==> src/rtl/ecp_pkg.sv <==
package ecp_pkg;

    localparam int NUM_CH  = 2;
    localparam int FLG_A   = 0;
    localparam int FLG_B   = 1;
    localparam int FLG_OVF = 2;
    localparam int NUM_FLG = 3;

    typedef enum logic [1:0] {
        SEL_OFF  = 2'b00,
        SEL_RISE = 2'b01,
        SEL_FALL = 2'b10,
        SEL_BOTH = 2'b11
    } edge_sel_e;

    typedef struct packed {
        logic rise;
        logic fall;
    } edge_t;

    function automatic logic sel_match(edge_sel_e sel, edge_t e);
        return (e.rise && sel[0]) || (e.fall && sel[1]);
    endfunction

endpackage

==> src/rtl/ecp_sync.sv <==
module ecp_sync #(
    parameter int STAGES = 2
) (
    input  logic clk,
    input  logic rst,
    input  logic din,
    output logic dout
);
    logic [STAGES-1:0] sr;

    always_ff @(posedge clk) begin
        if (rst) sr <= '0;
        else     sr <= {sr[STAGES-2:0], din};
    end

    assign dout = sr[STAGES-1];
endmodule

==> src/rtl/ecp_counter.sv <==
module ecp_counter #(
    parameter int W = 16
) (
    input  logic         clk,
    input  logic         rst,
    input  logic         clear,
    output logic [W-1:0] count,
    output logic         wrap
);
    // a clear in the all-ones cycle is not a wrap
    assign wrap = (count == '1) && !clear;

    always_ff @(posedge clk) begin
        if (rst || clear) count <= '0;
        else              count <= count + 1'b1;
    end
endmodule

==> src/rtl/ecp_edge_chan.sv <==
module ecp_edge_chan
    import ecp_pkg::*;
#(
    parameter int W = 16
) (
    input  logic         clk,
    input  logic         rst,
    input  logic         lvl,
    input  logic         en,
    input  logic [1:0]   sel,
    input  logic [W-1:0] count,
    output logic         hit,
    output logic [W-1:0] cap
);
    logic  prev;
    edge_t ed;

    always_ff @(posedge clk) begin
        if (rst) prev <= 1'b0;
        else     prev <= lvl;
    end

    assign ed.rise = lvl & ~prev;
    assign ed.fall = ~lvl & prev;
    assign hit     = en && sel_match(edge_sel_e'(sel), ed);

    always_ff @(posedge clk) begin
        if (rst)      cap <= '0;
        else if (hit) cap <= count;
    end
endmodule

==> src/rtl/edge_capture_pair.sv <==
module edge_capture_pair
    import ecp_pkg::*;
#(
    parameter int CNT_W       = 16,
    parameter int SYNC_STAGES = 2
) (
    input  logic               clk,
    input  logic               rst,
    input  logic               pin_a_i,
    input  logic               pin_b_i,
    input  logic [1:0]         ch_en_i,
    input  logic [1:0]         sel_a_i,
    input  logic [1:0]         sel_b_i,
    input  logic               clear_on_a_i,
    input  logic               tie_b_to_a_i,
    input  logic [NUM_FLG-1:0] irq_en_i,
    input  logic [NUM_FLG-1:0] flag_clr_i,
    output logic [CNT_W-1:0]   count_o,
    output logic [CNT_W-1:0]   cap_a_o,
    output logic [CNT_W-1:0]   cap_b_o,
    output logic [NUM_FLG-1:0] flags_o,
    output logic               irq_o
);
    logic [NUM_CH-1:0] pin_raw;
    logic [NUM_CH-1:0] pin_sync;
    logic [NUM_CH-1:0] ch_lvl;
    logic [NUM_CH-1:0] ch_hit;
    logic [1:0]        ch_sel [NUM_CH];
    logic [CNT_W-1:0]  ch_cap [NUM_CH];
    logic              cnt_clear;
    logic              cnt_wrap;
    logic [NUM_FLG-1:0] flag_set;
    logic [NUM_FLG-1:0] flags_q;

    assign pin_raw   = {pin_b_i, pin_a_i};
    assign ch_sel[0] = sel_a_i;
    assign ch_sel[1] = sel_b_i;

    // the tie mux sits after the synchronizers, so both channels see one chain
    assign ch_lvl[0] = pin_sync[0];
    assign ch_lvl[1] = tie_b_to_a_i ? pin_sync[0] : pin_sync[1];

    genvar g;
    generate
        for (g = 0; g < NUM_CH; g++) begin : g_ch
            ecp_sync #(.STAGES(SYNC_STAGES)) u_sync (
                .clk  (clk),
                .rst  (rst),
                .din  (pin_raw[g]),
                .dout (pin_sync[g])
            );
            ecp_edge_chan #(.W(CNT_W)) u_chan (
                .clk   (clk),
                .rst   (rst),
                .lvl   (ch_lvl[g]),
                .en    (ch_en_i[g]),
                .sel   (ch_sel[g]),
                .count (count_o),
                .hit   (ch_hit[g]),
                .cap   (ch_cap[g])
            );
        end
    endgenerate

    assign cnt_clear = ch_hit[0] && clear_on_a_i;

    ecp_counter #(.W(CNT_W)) u_cnt (
        .clk   (clk),
        .rst   (rst),
        .clear (cnt_clear),
        .count (count_o),
        .wrap  (cnt_wrap)
    );

    assign flag_set[FLG_A]   = ch_hit[0];
    assign flag_set[FLG_B]   = ch_hit[1];
    assign flag_set[FLG_OVF] = cnt_wrap;

    // set has priority over a clear on the same edge
    always_ff @(posedge clk) begin
        if (rst) flags_q <= '0;
        else     flags_q <= (flags_q & ~flag_clr_i) | flag_set;
    end

    assign flags_o = flags_q;
    assign irq_o   = |(flags_q & irq_en_i);
    assign cap_a_o = ch_cap[0];
    assign cap_b_o = ch_cap[1];
endmodule

==> config.mk <==
export PLATFORM = sky130hd
export DESIGN_NAME = edge_capture_pair
export DESIGN_NICKNAME = d
export VERILOG_FILES = /design/src/rtl/ecp_pkg.sv /design/src/rtl/ecp_sync.sv /design/src/rtl/ecp_counter.sv /design/src/rtl/ecp_edge_chan.sv /design/src/rtl/edge_capture_pair.sv
export SDC_FILE = /design/constraint.sdc
export NUM_CORES = 1
export LEC_CHECK = 0
export BUFFER_PORTS_ARGS = -buffer_cell sky130_fd_sc_hd__buf_2
export CAP_MARGIN = 15
export CORE_MARGIN = 3
export CORE_UTILIZATION = 50
export DETAILED_ROUTE_END_ITERATION = 7
export HOLD_SLACK_MARGIN = 0.12
export PLACE_DENSITY = 0.8
export REMOVE_ABC_BUFFERS = 1
export SLEW_MARGIN = 25
export SYNTH_ARGS = -nofsm -noshare
export SYNTH_HDL_FRONTEND = slang
export SYNTH_SLANG_ARGS = --single-unit
==> constraint.sdc <==
create_clock -name clk -period 1.9 [get_ports clk]
set_input_delay 0.38 -clock clk [delete_from_list [all_inputs] [get_ports clk]]
set_output_delay 0.38 -clock clk [all_outputs]
set_load 0.005 [all_outputs]
==> impl_metrics.toml <==
[finish]
diodes = 0
drive_above_1_share_pct = 31.4
fin_nets = 327
areaGrowthSynthToFinish_pct = 26.9

[setup_path]
r2r-end = "u_cnt.count[10]$_SDFF_PP0_"
crit_type = "reg2reg"
worstPathMaxFanout = 7
start_kind = "flip-flop"
worstPathRequired_ps = 2090
crit_path_end_kind = "flip-flop"
r2r-start = "u_cnt.count[0]$_SDFF_PP0_"
rr_worst_depth = 5
rrSetupSlack_ps = 350
arrival_ps = 1740

[cts]
cts_buffers = 9
cts.sinks = 57
clock_path_buffers = 2
clk_pin_slew_ps = 60
cts_tree = "built"
htreeDepth = 3
clk_latency_ps = 320
cts.repair.resized = 0
root_buffer = "clkbuf_8"
ctsHoldBuffers = 0
post_cts_buffers = 0

[floorplan]
fp.dieW_microns = 73.3
fp.dieH_microns = 73.3
ios = 70
num_rows = 23
start_util_pct = 54.2
core-area_sq_um = 4170
die_area_sq_um = 5370

[drt]
viasPerCell = 5.36
drt-total-wl_mm = 5.13
drt_iter0_drc = 158
drc = 0
wl_per_cell_microns = 14.2
ant_nets = 0
first_pass_iters = 4
num_vias = 1939

[logic_synthesis]
ys_seq_area_share_pct = 50.4
synth_top_area_share_pct = 50.4
synth-seq-cells = 57
synthTopCellsByCount = "dfxtp_1, nor2_1, nand4b_1"
syn_inst = 233
syn_avg_cell_area_sq_um = 9.71
syn_area_sq_um = 2260
yosys.cell_count.top_type = "dfxtp_1"
synth_ff_type = "dfxtp_1"
ys_warn_count = 0
synth_top_area_cell = "dfxtp_1"
synth_cell_type_count = 32
synthArstFlopShare_pct = 0
synth_edf_count = 0
ys_top_cells_by_area = "dfxtp_1, mux2i_1, nand4b_1"

[placement]
io_buffers = 69
finalWeightedCongestion = 0.788
place_hpwl_mm = 3.54
dp_slack_ps = 340

[sta]
slew_headroom_pct = 65.8
rsz0062_at_grt = "false"
min_period_ps = 1550
fmax_mhz = 645
setup_slack_ps = 349
hold_violations = 0
worstMarginPinSlew_ps = 513
fin_crit_sh_pct = 81.7
setup_viol = 0
finalSetupTns_ps = 0
drv_slew = 0
fin_worst_skew_ps = 4.91

[pwr]
p_sw_w = 0.000505
comb_power_share_pct = 4.6
power.density_nw_per_um2 = 847
ir_drop_mv = 0.621
internal-power_w = 0.00193
power_leakage_nw = 1.30
seqPwrFrac_pct = 50.2
clockPowerShare_pct = 45.2
switching_share_pct = 20.8

[run]
maxCapViolCount = 0

[global_route]
gr-total-overflow = 0
grt_start_max_net_pins = 58
antenna_found_initial = 0
grt_use_total_pct = 20.1
grt_first_pass_wirelength_mm = 8.36
grt_pass1_vias = 1806

[run_status]
status = "complete, no violations"

[hold_path]
hp-class = "in2reg"
hold_depth = 2
hold_start = "pin_b_i"
hold_path_end = "g_ch[1].u_sync.sr[0]$_SDFF_PP0_"
[per-stage QoR]
| stage | cell area (sq um) | hold WS [ps] | utilization [%] | power, W | instances |
|---|---|---|---|---|---|
| floorplan | 2190 | 414 | - | 0.00129 | 218 |
| global placement | 2680 | 418 | 64.1 | 0.00135 | 347 |
| detailed placement | 2680 | 431 | 64.1 | 0.00136 | 347 |
| CTS | 2870 | 258 | 68.8 | 0.00245 | 362 |
| global route | 2870 | 278 | 68.8 | 0.00252 | 362 |
| finish | 2870 | 265 | 68.8 | 0.00243 | 362 |
[worst max-delay path, stage by stage, from the launching register on]
cell and delay, ps:
dfxtp_1 460, ha_1 230, and3_1 340, nand4_1 160, xor2_1 170, nor2_1 60
[worst max path at each step]
stage,start,end,slack [ps],cells past startpoint
after floorplan,tie_b_to_a_i,g_ch[1].u_chan.cap[0]$_SDFFE_PP0P_,160,4
after global placement,tie_b_to_a_i,g_ch[1].u_chan.cap[12]$_SDFFE_PP0P_,400,6
after detailed placement,tie_b_to_a_i,g_ch[1].u_chan.cap[15]$_SDFFE_PP0P_,340,6
after CTS,u_cnt.count[0]$_SDFF_PP0_,u_cnt.count[10]$_SDFF_PP0_,350,5
after global routing,u_cnt.count[0]$_SDFF_PP0_,u_cnt.count[10]$_SDFF_PP0_,180,5
final,u_cnt.count[0]$_SDFF_PP0_,u_cnt.count[10]$_SDFF_PP0_,350,5
[flip-flops by register name (all words and copies together) (netlist names)]
name	flops
g_ch.u_chan.prev	2
g_ch.u_chan.cap	32
u_cnt.count	16
g_ch.u_sync.sr	4
flags_o	3
[power groups by stage]
stage	registers (W)	logic, W	clock network, W
after global routing	0.00122	0.000125	0.00117
final	0.00122	0.000112	0.00110
after global placement	0.00125	0.000108	0
after CTS	0.00122	0.000112	0.00112
after detailed placement	0.00125	0.000112	0
after floorplan	0.00125	0.0000480	0
[cell usage in the layout, fill, tap and decap left out]
cell type and n:
a222oi_1 1, o31ai_1 1, clkbuf_8 11, and2_1 1, and4_1 1, buf_2 69
nand4_1 8, xnor2_1 2, clkinv_2 2, and4_2 1, and2_4 1, or4_1 1
o21ai_0 17, buf_4 10, xor2_1 11, mux2i_2 1, nand2_4 1, mux2i_1 17
nand2_1 4, ha_1 1, and3_1 3, nand4b_1 18, nand2b_1 17, nor2_1 36
dfxtp_1 57, nor2b_1 6, a21o_1 1, bufinv_16 1, clkbuf_1 1, nand3_1 4
a21oi_1 3, inv_1 3, and4_4 1
[cell type report]
type                       count  area (sq um)
multi-input combinational    158          1040
fill                         337          1300
clock buffer                  12           155
timing repair buffer          79           420
tap                           50          62.6
clock inverter                 3          40.0
sequential                    57          1140
inverter                       3          11.3
[metal layers]
| metal | track usage (%) | up-vias | part of all wire, % |
|---|---|---|---|
| met2 | 31.2 | 64 | 47 |
| met1 | 26.2 | 907 | 45 |
| met4 | 8.40 | 0 | 1.6 |
| li1 | - | 959 | - |
| met5 | 0 | - | 0 |
| met3 | 5.61 | 9 | 6.7 |
[logic make-up (layout without fill, tap and decap cells)]
group	after synthesis	after routing	synth area share, %
adders and majority gates	1	1	0.553
AOI/OAI and AO/OA	23	23	5.53
buffers and inverters	18	97	3.60
DFF	57	57	50.4
muxes	18	18	8.13
xor gates and xnor gates	13	13	5.03
and+or+nand+nor	103	103	26.7
No activity file was read; power rests on OpenSTA's default activity.
